File: src/rtl/wake_pkg.sv
package wake_pkg;

    // Control fields of one waiting slot.
    typedef struct packed {
        logic       valid;   // slot holds an instruction
        logic       rdy;     // count has reached zero, awaiting release
        logic       is_mem;  // route to address generation when released
        logic [1:0] pend;    // per-source outstanding flags
        logic [1:0] cnt;     // number of outstanding sources
    } wk_ctl_t;

    function automatic logic [1:0] pop2(input logic [1:0] v);
        return {1'b0, v[0]} + {1'b0, v[1]};
    endfunction

endpackage

File: src/rtl/wake_busy_table.sv
module wake_busy_table #(
    parameter int NUM_PREGS = 32,
    localparam int PREG_W = $clog2(NUM_PREGS)
) (
    input  logic                 clk,
    input  logic                 rst_n,
    input  logic                 alloc_valid,
    input  logic [PREG_W-1:0]    alloc_preg,
    input  logic                 wb_valid,
    input  logic [PREG_W-1:0]    wb_preg,
    output logic [NUM_PREGS-1:0] busy_q,
    output logic [NUM_PREGS-1:0] busy_wb
);

    logic [NUM_PREGS-1:0] busy_d;

    always_comb begin
        busy_wb = busy_q;
        if (wb_valid) busy_wb[wb_preg] = 1'b0;
        busy_d = busy_wb;
        if (alloc_valid) busy_d[alloc_preg] = 1'b1;
    end

    always_ff @(posedge clk) begin
        if (!rst_n) busy_q <= '0;
        else        busy_q <= busy_d;
    end


    wb_clears_chk: assert property (@(posedge clk) disable iff (!rst_n)
        (wb_valid && !(alloc_valid && alloc_preg == wb_preg))
        |=> !busy_q[$past(wb_preg)]);


    alloc_sets_chk: assert property (@(posedge clk) disable iff (!rst_n)
        alloc_valid |=> busy_q[$past(alloc_preg)]);

endmodule

File: src/rtl/wake_age_pick.sv
module wake_age_pick #(
    parameter int N     = 8,
    parameter int TAG_W = 16,
    localparam int IDX_W = $clog2(N)
) (
    input  logic [N-1:0]            cand,
    input  logic [N-1:0][TAG_W-1:0] tags,
    output logic                    found,
    output logic [IDX_W-1:0]        idx
);

    logic [TAG_W-1:0] best;

    always_comb begin
        found = 1'b0;
        idx   = '0;
        best  = '0;
        for (int i = 0; i < N; i++) begin
            if (cand[i] && (!found || tags[i] < best)) begin
                found = 1'b1;
                idx   = IDX_W'(i);
                best  = tags[i];
            end
        end
    end

endmodule

File: src/rtl/wake_free_find.sv
module wake_free_find #(
    parameter int N = 8,
    localparam int IDX_W = $clog2(N)
) (
    input  logic [N-1:0]     used,
    output logic             found,
    output logic [IDX_W-1:0] idx
);

    always_comb begin
        found = 1'b0;
        idx   = '0;
        for (int i = N - 1; i >= 0; i--) begin
            if (!used[i]) begin
                found = 1'b1;
                idx   = IDX_W'(i);
            end
        end
    end

endmodule

File: src/rtl/wake_unit.sv
module wake_unit #(
    parameter int NUM_PREGS = 32,
    parameter int NUM_SLOTS = 8,
    parameter int TAG_W     = 16,
    localparam int PREG_W = $clog2(NUM_PREGS),
    localparam int SLOT_W = $clog2(NUM_SLOTS)
) (
    input  logic                 clk,
    input  logic                 rst_n,
    input  logic                 alloc_valid,
    input  logic [PREG_W-1:0]    alloc_preg,
    input  logic                 wb_valid,
    input  logic [PREG_W-1:0]    wb_preg,
    input  logic                 ins_valid,
    input  logic [TAG_W-1:0]     ins_tag,
    input  logic                 ins_is_mem,
    input  logic                 ins_src0_en,
    input  logic [PREG_W-1:0]    ins_src0,
    input  logic                 ins_src1_en,
    input  logic [PREG_W-1:0]    ins_src1,
    input  logic                 flush_valid,
    input  logic [TAG_W-1:0]     flush_tag,
    output logic                 issue_valid,
    output logic [TAG_W-1:0]     issue_tag,
    output logic                 agen_valid,
    output logic [TAG_W-1:0]     agen_tag,
    output logic [NUM_PREGS-1:0] busy_o,
    output logic                 full
);
    import wake_pkg::*;

    typedef struct packed {
        wk_ctl_t [NUM_SLOTS-1:0]                ctl;
        logic [NUM_SLOTS-1:0][TAG_W-1:0]        tag;
        logic [NUM_SLOTS-1:0][1:0][PREG_W-1:0]  src;
        logic                                   iss_v;
        logic [TAG_W-1:0]                       iss_tag;
        logic                                   agn_v;
        logic [TAG_W-1:0]                       agn_tag;
    } st_t;

    st_t s_d, s_q;

    logic [NUM_PREGS-1:0] busy_wb;
    wk_ctl_t [NUM_SLOTS-1:0] ctl_upd;
    logic [NUM_SLOTS-1:0] cand;
    logic [NUM_SLOTS-1:0] used;
    logic [1:0] ins_pend;
    logic bypass, need_slot;
    logic pick_found, free_found;
    logic [SLOT_W-1:0] pick_idx, free_idx;

    wake_busy_table #(.NUM_PREGS(NUM_PREGS)) u_busy (
        .clk(clk), .rst_n(rst_n),
        .alloc_valid(alloc_valid), .alloc_preg(alloc_preg),
        .wb_valid(wb_valid), .wb_preg(wb_preg),
        .busy_q(busy_o), .busy_wb(busy_wb)
    );

    // Stage 1: wakeup and flush applied to every slot.
    always_comb begin
        for (int i = 0; i < NUM_SLOTS; i++) begin
            logic [1:0] hit;
            ctl_upd[i] = s_q.ctl[i];
            used[i]    = s_q.ctl[i].valid;
            hit = 2'b00;
            if (wb_valid && s_q.ctl[i].valid && !s_q.ctl[i].rdy) begin
                for (int k = 0; k < 2; k++)
                    hit[k] = s_q.ctl[i].pend[k] && (s_q.src[i][k] == wb_preg);
            end
            ctl_upd[i].pend = s_q.ctl[i].pend & ~hit;
            ctl_upd[i].cnt  = s_q.ctl[i].cnt - pop2(hit);
            if (s_q.ctl[i].valid && s_q.ctl[i].cnt != 2'd0 && ctl_upd[i].cnt == 2'd0)
                ctl_upd[i].rdy = 1'b1;
            if (flush_valid && s_q.ctl[i].valid && s_q.tag[i] > flush_tag) begin
                ctl_upd[i].valid = 1'b0;
                ctl_upd[i].rdy   = 1'b0;
            end
            cand[i] = ctl_upd[i].valid && ctl_upd[i].rdy;
        end
        ins_pend[0] = ins_src0_en && busy_wb[ins_src0];
        ins_pend[1] = ins_src1_en && busy_wb[ins_src1];
        bypass    = ins_valid && !flush_valid && (ins_pend == 2'b00);
        need_slot = ins_valid && !flush_valid && (ins_pend != 2'b00);
    end

    wake_age_pick #(.N(NUM_SLOTS), .TAG_W(TAG_W)) u_pick (
        .cand(cand), .tags(s_q.tag), .found(pick_found), .idx(pick_idx)
    );

    wake_free_find #(.N(NUM_SLOTS)) u_free (
        .used(used), .found(free_found), .idx(free_idx)
    );

    // Stage 2: release selection and insertion.
    always_comb begin
        s_d       = s_q;
        s_d.ctl   = ctl_upd;
        s_d.iss_v = 1'b0;
        s_d.agn_v = 1'b0;
        if (bypass) begin
            if (ins_is_mem) begin s_d.agn_v = 1'b1; s_d.agn_tag = ins_tag; end
            else            begin s_d.iss_v = 1'b1; s_d.iss_tag = ins_tag; end
        end else if (pick_found) begin
            if (ctl_upd[pick_idx].is_mem) begin
                s_d.agn_v = 1'b1; s_d.agn_tag = s_q.tag[pick_idx];
            end else begin
                s_d.iss_v = 1'b1; s_d.iss_tag = s_q.tag[pick_idx];
            end
            s_d.ctl[pick_idx].valid = 1'b0;
            s_d.ctl[pick_idx].rdy   = 1'b0;
        end
        if (need_slot && free_found) begin
            s_d.ctl[free_idx].valid  = 1'b1;
            s_d.ctl[free_idx].rdy    = 1'b0;
            s_d.ctl[free_idx].is_mem = ins_is_mem;
            s_d.ctl[free_idx].pend   = ins_pend;
            s_d.ctl[free_idx].cnt    = pop2(ins_pend);
            s_d.tag[free_idx]        = ins_tag;
            s_d.src[free_idx][0]     = ins_src0;
            s_d.src[free_idx][1]     = ins_src1;
        end
    end

    always_ff @(posedge clk) begin
        if (!rst_n) s_q <= '0;
        else        s_q <= s_d;
    end

    assign issue_valid = s_q.iss_v;
    assign issue_tag   = s_q.iss_tag;
    assign agen_valid  = s_q.agn_v;
    assign agen_tag    = s_q.agn_tag;
    assign full        = &used;


    one_release_chk: assert property (@(posedge clk) disable iff (!rst_n)
        !(issue_valid && agen_valid));


    flush_issue_chk: assert property (@(posedge clk) disable iff (!rst_n)
        flush_valid |=> !(issue_valid && issue_tag > $past(flush_tag)));


    flush_agen_chk: assert property (@(posedge clk) disable iff (!rst_n)
        flush_valid |=> !(agen_valid && agen_tag > $past(flush_tag)));

    for (genvar g = 0; g < NUM_SLOTS; g++) begin : g_slot_chk

        cnt_match_chk: assert property (@(posedge clk) disable iff (!rst_n)
            (s_q.ctl[g].valid && !s_q.ctl[g].rdy)
            |-> (s_q.ctl[g].cnt == $countones(s_q.ctl[g].pend) && s_q.ctl[g].cnt != 2'd0));

        rdy_zero_chk: assert property (@(posedge clk) disable iff (!rst_n)
            (s_q.ctl[g].valid && s_q.ctl[g].rdy) |-> s_q.ctl[g].cnt == 2'd0);
    end

endmodule

File: config.mk
export PLATFORM = sky130hd
export DESIGN_NAME = wake_unit
export DESIGN_NICKNAME = d
export VERILOG_FILES = /design/src/rtl/wake_pkg.sv /design/src/rtl/wake_busy_table.sv /design/src/rtl/wake_age_pick.sv /design/src/rtl/wake_free_find.sv /design/src/rtl/wake_unit.sv
export SDC_FILE = /design/constraint.sdc
export NUM_CORES = 1
export LEC_CHECK = 0
export BUFFER_PORTS_ARGS = -buffer_cell sky130_fd_sc_hd__buf_2
export CAP_MARGIN = 20
export CORE_ASPECT_RATIO = 1.2
export CORE_MARGIN = 1
export CORE_UTILIZATION = 35
export DETAILED_ROUTE_END_ITERATION = 10
export SLEW_MARGIN = 40
export SYNTH_ARGS = -nofsm -noshare
export SYNTH_HDL_FRONTEND = slang
export SYNTH_SLANG_ARGS = --single-unit
File: constraint.sdc
create_clock -name clk -period 42.6 [get_ports clk]
set_input_delay 2.13 -clock clk [delete_from_list [all_inputs] [get_ports clk]]
set_output_delay 2.13 -clock clk [all_outputs]
set_load 0.02 [all_outputs]
Word-level counts from Yosys, hierarchy flattened
Cells that the tools add are included.
Word-level totals
  register bits after elaboration: 330
  word-level logic and storage cells: 399
Cells by class
  equality and inequality tests: 19
  bitwise operators: 19
  multiplexer cells: 115
  add/subtract/negate cells: 17
  reduce and logical (&&, ||, !) cells: 135
  magnitude comparators: 25
Operators by type and width (count)
  56-bit bitwise mux: 7
  264-bit 2-to-1 mux: 1
  80-bit bitwise mux: 2
  7-bit demux with 3-bit select: 7
  16-bit 2-to-1 mux: 9
  128-bit bitwise mux: 1
  16-bit > comparator: 8
  16-bit less-than comparator: 7
  56-bit 2-to-1 mux: 2
  1-bit logical AND: 89
  5-bit == test: 16
  17-bit 2-to-1 mux: 4
  34-bit 2-to-1 mux: 2
  32-bit 2-to-1 mux: 2
  10-bit demux with 3-bit select: 2
  16-bit binary-select mux with 3-bit select: 1
  16-bit demux with 3-bit select: 1
  2-bit 2-to-1 mux: 19
  3-bit 2-to-1 mux: 12
  32-bit AND: 1
  32-bit NOT: 1
  32-bit OR: 1
  1-bit 2-to-1 mux: 29
  5-bit by 6-bit less-than comparator with 1-bit output (second input constant): 4
  22 further kinds: 102

Depth between registers and ports, before layout
Gate-level depths: netlist (run 1).
  word-level depth: 53
  gate-level depth with buffers: 117

By module
From an unflattened synthesis (run 1), not the netlist that was laid out.
Second synthesis, totals
  cell total of the unflattened synthesis: 2945
  area, all modules: 23679.0 um2
Modules (own cells, without submodules)
  wake_unit: times used 1, cells each 2132, sequential area each 5965.7 um2, area an instance 17310.4 um2
  wake_age_pick: times used 1, cells each 614, sequential area each 0.0 um2, area an instance 4734.5 um2
  wake_busy_table: times used 1, cells each 183, sequential area each 640.6 um2, area an instance 1555.2 um2
  wake_free_find: times used 1, cells each 16, sequential area each 0.0 um2, area an instance 78.8 um2

Worst setup path before layout (run 1)
No wires, ideal clock.
  kind: in2reg
  start: input port wb_preg[4]
  end: register s_q, in the netlist agen_tag[15]
  library setup time: 0.122 ns
  cell stages on the path: 108
  slack: 20.167 ns
  arrival: 22.311 ns
  path buffers: 17
  cells stage by stage: buf_1 > buf_1 > xnor2_1 > nand4_1 > or4_1 > fa_1 > inv_1 > ha_1 > nor2_1 > xnor2_1 > a2bb2oi_1 > nand2_1 > nor2_4 > buf_4 > clkbuf_1 > nand2_1 > ha_1 > a21oi_1 > (+72 left out) > ha_1 > a21o_1 > a21oi_1 > nor2b_1 > o21ai_0 > nand2b_1 > a21oi_1 > nor2b_1 > o21ai_0 > nor4bb_1 > o21ai_2 > o21ai_1 > buf_2 > clkbuf_1 > o31ai_1 > a2111oi_2 > nor4_1 > a221o_1
Between the ends
  word-level cells in the longest chain between the ends: 44
  elaborated cells between the ends (all ways): 173
  classes of those cells: 16 x add/sub; 9 x order compare; 17 x eq/ne; 60 x mux; 2 x bitwise; 69 x reduce/logical
Ends and longest elaborated chain
  start, declared: RTL line wake_unit.sv:13  | input logic [PREG_W-1:0] wb_preg,
  5-bit == test: RTL line wake_unit.sv:69  | hit[k] = s_q.ctl[i].pend[k] && (s_q.src[i][k] == wb_preg);
  1-bit logical AND: RTL line wake_unit.sv:69
  2-bit 2-to-1 mux: RTL line wake_unit.sv:67  | if (wb_valid && s_q.ctl[i].valid && !s_q.ctl[i].rdy) begin
  1-bit by 1-bit adder with 2-bit output: RTL line wake_pkg.sv:13  | return {1'b0, v[0]} + {1'b0, v[1]};
  2-bit subtractor: RTL line wake_unit.sv:72  | ctl_upd[i].cnt = s_q.ctl[i].cnt - pop2(hit);
  2-bit zero test: RTL line wake_unit.sv:73  | if (s_q.ctl[i].valid && s_q.ctl[i].cnt != 2'd0 && ctl_upd[i].cnt == 2'd0)
  1-bit logical AND: RTL line wake_unit.sv:73
  1-bit 2-to-1 mux: RTL line wake_unit.sv:73
  (+28 left out)
  1-bit logical OR: RTL line wake_age_pick.sv:19  | if (cand[i] && (!found || tags[i] < best)) begin
  1-bit logical AND: RTL line wake_age_pick.sv:19
  3-bit 2-to-1 mux: RTL line wake_age_pick.sv:19
  16-bit binary-select mux with 3-bit select: RTL line wake_unit.sv:106  | s_d.agn_v = 1'b1; s_d.agn_tag = s_q.tag[pick_idx];
  16-bit 2-to-1 mux (implied by the code): RTL line wake_unit.sv:106
  17-bit 2-to-1 mux: RTL line wake_unit.sv:105  | if (ctl_upd[pick_idx].is_mem) begin
  34-bit 2-to-1 mux: RTL line wake_unit.sv:104  | end else if (pick_found) begin
  34-bit 2-to-1 mux: RTL line wake_unit.sv:101  | if (bypass) begin
  end signal, assigned: RTL line wake_unit.sv:126  | if (!rst_n) s_q <= '0;
  end signal, assigned: RTL line wake_unit.sv:127  | else s_q <= s_d;
  end, declared: RTL line wake_unit.sv:42  | st_t s_d, s_q;
Parallel ways exist; a longest one is shown, timed or not. The select of a mux whose other input is x is not followed.
A chain may end at the register's enable or synchronous reset.

Final worst setup path (run 1)
  start: input port wb_preg[0]
  end: register s_q, in the netlist agen_tag[8]
Same word-level chain as after synthesis.

==> results of run 1 <==
through the flow:
stage | util [%] | area, um2 | hold WS [ps]
floorplan | - | 22800 | 435
global placement | 36.9 | 23800 | 446
detailed placement | 37.0 | 23800 | 451
CTS | 39.0 | 25200 | 460
global route | 39.0 | 25200 | 481
finish | 39.0 | 25200 | 457
logic make-up after synthesis:
logic type	synth area share, %
DFF	29.0
adders and majority gates	14.5
buffers and inverters	5.99
muxes	4.56
xor gates and xnor gates	3.66
and+or+nand+nor	21.0
AOI/OAI and AO/OA	21.3
cell usage after synthesis (7+ instances only):
cell / instances
sky130_fd_sc_hd__a211oi_1: 44
sky130_fd_sc_hd__fa_1: 8
sky130_fd_sc_hd__or3_1: 13
sky130_fd_sc_hd__a211o_1: 7
sky130_fd_sc_hd__a221o_1: 35
sky130_fd_sc_hd__a21oi_1: 370
sky130_fd_sc_hd__o21ai_1: 7
sky130_fd_sc_hd__nor4_1: 26
sky130_fd_sc_hd__mux4_2: 20
sky130_fd_sc_hd__xnor2_1: 56
sky130_fd_sc_hd__and2_1: 7
sky130_fd_sc_hd__nor2b_1: 12
sky130_fd_sc_hd__o21ai_0: 132
sky130_fd_sc_hd__buf_2: 9
sky130_fd_sc_hd__a2111o_1: 11
sky130_fd_sc_hd__nor2_1: 146
sky130_fd_sc_hd__nor3_1: 47
sky130_fd_sc_hd__o22ai_1: 10
sky130_fd_sc_hd__buf_1: 21
sky130_fd_sc_hd__dfxtp_1: 330
sky130_fd_sc_hd__a31oi_1: 19
sky130_fd_sc_hd__buf_4: 38
sky130_fd_sc_hd__and4_1: 8
sky130_fd_sc_hd__clkbuf_1: 148
sky130_fd_sc_hd__nand3_1: 26
sky130_fd_sc_hd__mux2_2: 10
sky130_fd_sc_hd__nand3b_1: 14
sky130_fd_sc_hd__nand2_1: 608
sky130_fd_sc_hd__ha_1: 251
sky130_fd_sc_hd__nand2b_1: 15
sky130_fd_sc_hd__o31ai_1: 8
sky130_fd_sc_hd__o21a_1: 23
sky130_fd_sc_hd__nor3b_1: 8
sky130_fd_sc_hd__and3_1: 24
sky130_fd_sc_hd__or4_1: 12
sky130_fd_sc_hd__inv_1: 98
sky130_fd_sc_hd__xor2_1: 39
sky130_fd_sc_hd__o211ai_1: 19
sky130_fd_sc_hd__mux2i_1: 34
sky130_fd_sc_hd__a21o_1: 41
sky130_fd_sc_hd__mux2_1: 12
sky130_fd_sc_hd__nand4_1: 57
path summary, 6_finish.rpt:
path | end | slack, ps | from | cells past startpoint
max reg2reg | agen_tag[8] | 18850 | s_q[248] | 91
min reg2reg | ctl_upd[32] | 460 | ctl_upd[32] | 2
min | ctl_upd[32] | 460 | ctl_upd[32] | 2
max | agen_tag[8] | 17400 | wb_preg[0] | 93
registers in the layout, summed over array words and instances (netlist names):
signal and flops:
issue_valid 1, ctl_upd 8, u_busy.busy_q 32, issue_tag 16
agen_tag 16, agen_valid 1, s_q 256
layout make-up:
| cell class | instances | area, um2 | area share [%] |
|---|---|---|---|
| Clock buffer | 55 | 1150 | 4.56 |
| Clock inverter | 18 | 190 | 0.756 |
| Sequential cell | 330 | 6610 | 26.3 |
| Inverter | 99 | 379 | 1.51 |
| Timing Repair Buffer | 169 | 958 | 3.81 |
| Tap cell | 832 | 1040 | 4.14 |
| Multi-Input combinational cell | 2266 | 14800 | 59.0 |
critical path: cells and delay by family:
kind / cells / cell delay (ps)
muxes: 2 / 560
and+or+nand+nor: 29 / 6500
adders and majority gates: 9 / 2780
AOI/OAI and AO/OA: 43 / 11440
xor gates and xnor gates: 2 / 340
buffers and inverters: 8 / 1830
metal layers:
layer	routed length, um	vias to the layer above	global-route usage [%]
met5	10	-	0
met4	6070	2	16.7
met3	6290	253	3.61
met2	41200	971	44.0
met1	37000	10376	33.4
li1	-	10327	-
power by group:
part           switching [mW]  internal (mW)  leakage, nW
clock network           0.150          0.203        0.650
registers             0.00148          0.310         2.66
logic                  0.0375         0.0136         6.82
total                   0.189          0.526         10.1
==> impl_results.rst, run 1 <==
.. list-table::
   :header-rows: 1

   * - Metric
     - Value
   * - Remaining global-route overflow
     - 0
   * - Leading register cell type out of synthesis
     - sky130_fd_sc_hd__dfxtp_1
   * - Highest-count cells in the layout ignoring fill and taps
     - 608 x sky130_fd_sc_hd__nand2_1, 370 x sky130_fd_sc_hd__a21oi_1, 330 x sky130_fd_sc_hd__dfxtp_1
   * - Clock insertion delay at the later pin of the skew report
     - 590 ps
   * - Core region area
     - 0.0644 mm2
   * - Routed length per placed instance
     - 24.0 um
   * - Number of design rule violations left after detail routing
     - 0
   * - Global-route wire length before repair
     - 133000 um
   * - Count of different cell masters after synthesis
     - 96
   * - Worst Tran Pin Value
     - 851 ps
   * - Start-to-end type of the worst setup path
     - input pin to register
   * - Number of non-filler instances in the completed layout
     - 3769
   * - Routed WL
     - 90500 um
   * - Post-synthesis net count
     - 3234
   * - Share of final-layout standard cells stronger than drive strength 1
     - 10.9%
   * - Post-synthesis cell count
     - 2914
   * - Number of I/O port buffers
     - 127
   * - Total negative slack
     - 0 ps
   * - GRT Resource Usage Total
     - 26.8%
   * - Synth Cell Area
     - 0.0228 mm2
   * - Flip-flop and latch count after synthesis
     - 330
   * - PnR worst setup slack
     - 17400 ps
   * - Number of synthesized flops with an enable pin
     - 0
   * - Required time of the worst setup path
     - 43080 ps
   * - Synth top area share
     - 29.0%
   * - H-Tree Depth
     - 2
   * - Nets@finish
     - 3226
   * - Post-route clock skew
     - 27.7 ps
   * - Number of gates given a new drive strength after cts
     - 0
   * - Via count of the first global-routing pass
     - 20327
   * - Unrepaired setup endpoints after global routing
     - false
   * - Number of setup buffers added after CTS
     - 0
   * - Run status
     - complete, no violations
   * - Number of hold violations in the final report
     - 0
   * - Minimum clock period after layout
     - 25200 ps
   * - Number of warnings printed during yosys synthesis
     - 0
   * - Final period utilization
     - 59.2%
   * - Pwr Density
     - 28.4 mW/mm2
   * - Crit path max-delay cell type
     - sky130_fd_sc_hd__o21a_1
   * - Total of hold buffers inserted after clock tree synthesis
     - 0
   * - Leakage dissipation
     - 10.1 nW
   * - Synth top area cells
     - sky130_fd_sc_hd__dfxtp_1 29%, sky130_fd_sc_hd__ha_1 14%, sky130_fd_sc_hd__nand2_1 10%
   * - CP startpoint kind
     - input pin
   * - Die Area
     - 0.0661 mm2
   * - I/O pin count
     - 128
   * - Clock Tree Root
     - sky130_fd_sc_hd__clkbuf_16
   * - Average cell area after synthesis
     - 7.81 um2
   * - Path type of the worst min-delay path
     - register to register
   * - Sequential area share after synthesis
     - 29.0%
   * - Chip Height
     - 281 um
   * - Via-per-instance ratio
     - 5.82
   * - Fraction of registers with async set or reset after synthesis
     - 0%
   * - First-pass detailed-route iteration total
     - 5
   * - Maximum clock rate
     - 39.7 MHz
   * - Critical path endpoint category
     - register
   * - Worst slew margin relative to its limit
     - 43.3%
   * - Largest net degree at the start of global routing
     - 130
   * - Clock slew at reported path FFs
     - 60 ps
   * - Number of setup violations in the final report
     - 0
   * - Worst path max stage delay
     - 630 ps
   * - Vias post-DR
     - 21929
   * - Fillcell total
     - 6666
   * - Initial Utilization
     - 35.3%
   * - Num CTS Buffers
     - 40
   * - Post-layout total power
     - 0.716 mW
   * - Post-placement worst setup slack
     - 17230 ps
   * - Horizontal die dimension
     - 235 um
   * - Peak supply drop
     - 0.0000296 V
   * - Remaining antenna violation count
     - 0
   * - Clock tree from TritonCTS
     - done
   * - Diodes inserted
     - 0
   * - Number of antenna violations at the first check in global routing
     - 1
   * - Max FO, Critical Path
     - 33
   * - Placed wire-length estimate
     - 65600 um
   * - Most used cell along the critical path
     - sky130_fd_sc_hd__a21oi_1
   * - Area growth, synth to finish
     - 10.6%
   * - Most area-hungry cell type in the Yosys netlist
     - sky130_fd_sc_hd__dfxtp_1
   * - Cell Rows
     - 102
   * - Slew Viols, Final
     - 0
   * - Clock sinks
     - 330
   * - Crit path DAT
     - 25680 ps
   * - Detailed Route Iter0 Violations
     - 2148
   * - Maximum buffer depth of the clock tree
     - 3
   * - Max-cap violations
     - 0
   * - Most common cell after layout, fill and taps aside
     - sky130_fd_sc_hd__nand2_1
   * - Routability cong.
     - 1.02
   * - Cell total after placement
     - 3696
Power figures use the tool's default switching activity.
==> run 2: changes to the inputs <==
==> constraint.sdc (replaced) <==
create_clock -name clk -period 24.3 [get_ports clk]
set_input_delay 1.215 -clock clk [delete_from_list [all_inputs] [get_ports clk]]
set_output_delay 1.215 -clock clk [all_outputs]
set_load 0.02 [all_outputs]
==> impl_results.rst, run 2 (synthesis results as in run 1) <==
.. list-table::
   :header-rows: 1

   * - Metric
     - Value
   * - Detailed Route Iter0 Violations
     - 2042
   * - Number of non-filler instances in the completed layout
     - 3775
   * - Cell Rows
     - 102
   * - Layer carrying the most global-route usage
     - met2
   * - FF/Latch Area
     - 0.00661 mm2
   * - Top flop regs
     - s_q (256), u_busy.busy_q (32)
   * - Path type of the worst min-delay path
     - register to register
   * - Largest net degree at the start of global routing
     - 122
   * - Worst path max stage delay
     - 680 ps
   * - Largest register FFs
     - 256
   * - Pwr Density
     - 49.5 mW/mm2
   * - Cell total after placement
     - 3703
   * - Clock sinks
     - 330
   * - Number of hold violations in the final report
     - 0
   * - Number of antenna violations at the first check in global routing
     - 3
   * - Max FO, Critical Path
     - 31
   * - Die Area
     - 0.0661 mm2
   * - Most common cell after layout, fill and taps aside
     - sky130_fd_sc_hd__nand2_1
   * - Leakage dissipation
     - 10.2 nW
   * - First-pass detailed-route iteration total
     - 6
   * - Clock Tree Root
     - sky130_fd_sc_hd__clkbuf_16
   * - Minimum clock period after layout
     - 22450 ps
   * - Num CTS Buffers
     - 40
   * - Remaining global-route overflow
     - 0
   * - Crit path max-delay cell type
     - sky130_fd_sc_hd__or3_2
   * - Highest-count cells in the layout ignoring fill and taps
     - 608 x sky130_fd_sc_hd__nand2_1, 369 x sky130_fd_sc_hd__a21oi_1, 330 x sky130_fd_sc_hd__dfxtp_1
   * - Number of setup violations in the final report
     - 0
   * - Slew Viols, Final
     - 0
   * - Vias post-DR
     - 21726
   * - Number of design rule violations left after detail routing
     - 0
   * - Share of final-layout standard cells stronger than drive strength 1
     - 10.9%
   * - Chip Height
     - 281 um
   * - Core region area
     - 0.0644 mm2
   * - Fillcell total
     - 6591
   * - Global-route wire length before repair
     - 129000 um
   * - Routed WL
     - 88000 um
   * - Routability cong.
     - 1.00
   * - Maximum buffer depth of the clock tree
     - 3
   * - Clock slew at reported path FFs
     - 60 ps
   * - Unrepaired setup endpoints after global routing
     - false
   * - Layout Cell Area excl Fill
     - 0.0253 mm2
   * - GR Util met2
     - 44.5%
   * - Placed Instance Area
     - 0.0239 mm2
   * - Worst slew margin relative to its limit
     - 40.0%
   * - Critical path endpoint category
     - register
   * - Max-cap violations
     - 0
   * - H-Tree Depth
     - 2
   * - I/O pin count
     - 128
   * - Post-route clock skew
     - 37.9 ps
   * - Nets@finish
     - 3235
   * - Maximum clock rate
     - 44.5 MHz
   * - Clock tree from TritonCTS
     - done
   * - Total negative slack
     - 0 ps
   * - Area growth, synth to finish
     - 11.1%
   * - Placed wire-length estimate
     - 65200 um
   * - Remaining antenna violation count
     - 0
   * - Post-layout utilization of the core
     - 39.2%
   * - GRT Resource Usage Total
     - 26.0%
   * - Peak supply drop
     - 0.0000605 V
   * - Initial Utilization
     - 35.3%
   * - Via-per-instance ratio
     - 5.76
   * - Final period utilization
     - 92.4%
   * - Start-to-end type of the worst setup path
     - input pin to register
   * - Area taken by multi-input logic gates
     - 0.0149 mm2
   * - M3 GR Usage
     - 4.16%
   * - Met1 Use GR
     - 31.9%
   * - Via count of the first global-routing pass
     - 20167
   * - Horizontal die dimension
     - 235 um
   * - Required time of the worst setup path
     - 24790 ps
   * - Clock insertion delay at the later pin of the skew report
     - 590 ps
   * - Run status
     - complete, no violations
   * - Routed length per placed instance
     - 23.3 um
   * - Number of I/O port buffers
     - 127
   * - Crit path DAT
     - 22950 ps
   * - Register with the most flip-flops
     - s_q
   * - CP startpoint kind
     - input pin
   * - Worst Tran Pin Value
     - 898 ps
## run 2: changes by cell type in the layout (fill, tap and decap cells not counted), sizes merged
cell / delta
buf: +8
bufinv: +2
clkbuf: +1
clkinv: -2
clkinvlp: -4
diode: +1
inv: -1
nor2: +1
## run 2: stage by stage
step	total power [mW]	setup WS, ps	hold slack [ps]
final	1.25	1850	456
after global routing	1.29	15.0	483
after CTS	1.26	1220	456
after detailed placement	0.644	641	447
after global placement	0.643	1070	443
after floorplan	0.608	2780	435
## run 2: worst paths after layout
check / startpoint / endpoint / cells past startpoint / slack [ps]
setup / recovery: wb_preg[1] / agen_tag[0] / 98 / 1850
hold / removal: ctl_upd[32] / ctl_upd[32] / 2 / 460
setup reg to reg: s_q[248] / agen_tag[0] / 96 / 2060
hold reg to reg: ctl_upd[32] / ctl_upd[32] / 2 / 460
## run 2: where the power goes
part           internal [mW]  leakage [nW]  total (mW)  switching, mW
registers              0.544          2.66       0.546        0.00227
clock network          0.368         0.655       0.619          0.251
logic                 0.0246          6.89      0.0876         0.0630
## run 2: what timing repair did
item | in CTS | in global routing
endpoints found under the setup margin | 0 | 42
buffers inserted | 0 | 1
hold buffers | 0 | 0
gates resized for setup | 0 | 5
## run 2: cell type report
class	instances	area share [%]
diodes	1	0.00989
clock buffers	56	4.47
clock inverters	13	0.772
inverters	99	1.50
multi-input cells	2267	58.8
flip-flops and latches	330	26.1
well taps	832	4.12
repair buffers	177	4.20
## run 2: routing by layer
layer | part of all wire, % | wire (um) | vias to the layer above
li1 | - | - | 10322
met1 | 41 | 36100 | 10274
met2 | 47 | 41400 | 912
met3 | 7.1 | 6240 | 218
met4 | 4.9 | 4310 | 0
met5 | 0 | 0 | -
## run 2: critical path: cells and delay by family
kind	cells	cell delay [ps]
XOR/XNOR	2	320
multiplexers	2	590
AND/OR/NAND/NOR	26	4450
AO/OA/AOI/OAI	50	11740
adder cells (fa/ha/maj)	9	2800
buffers and inverters	9	1740
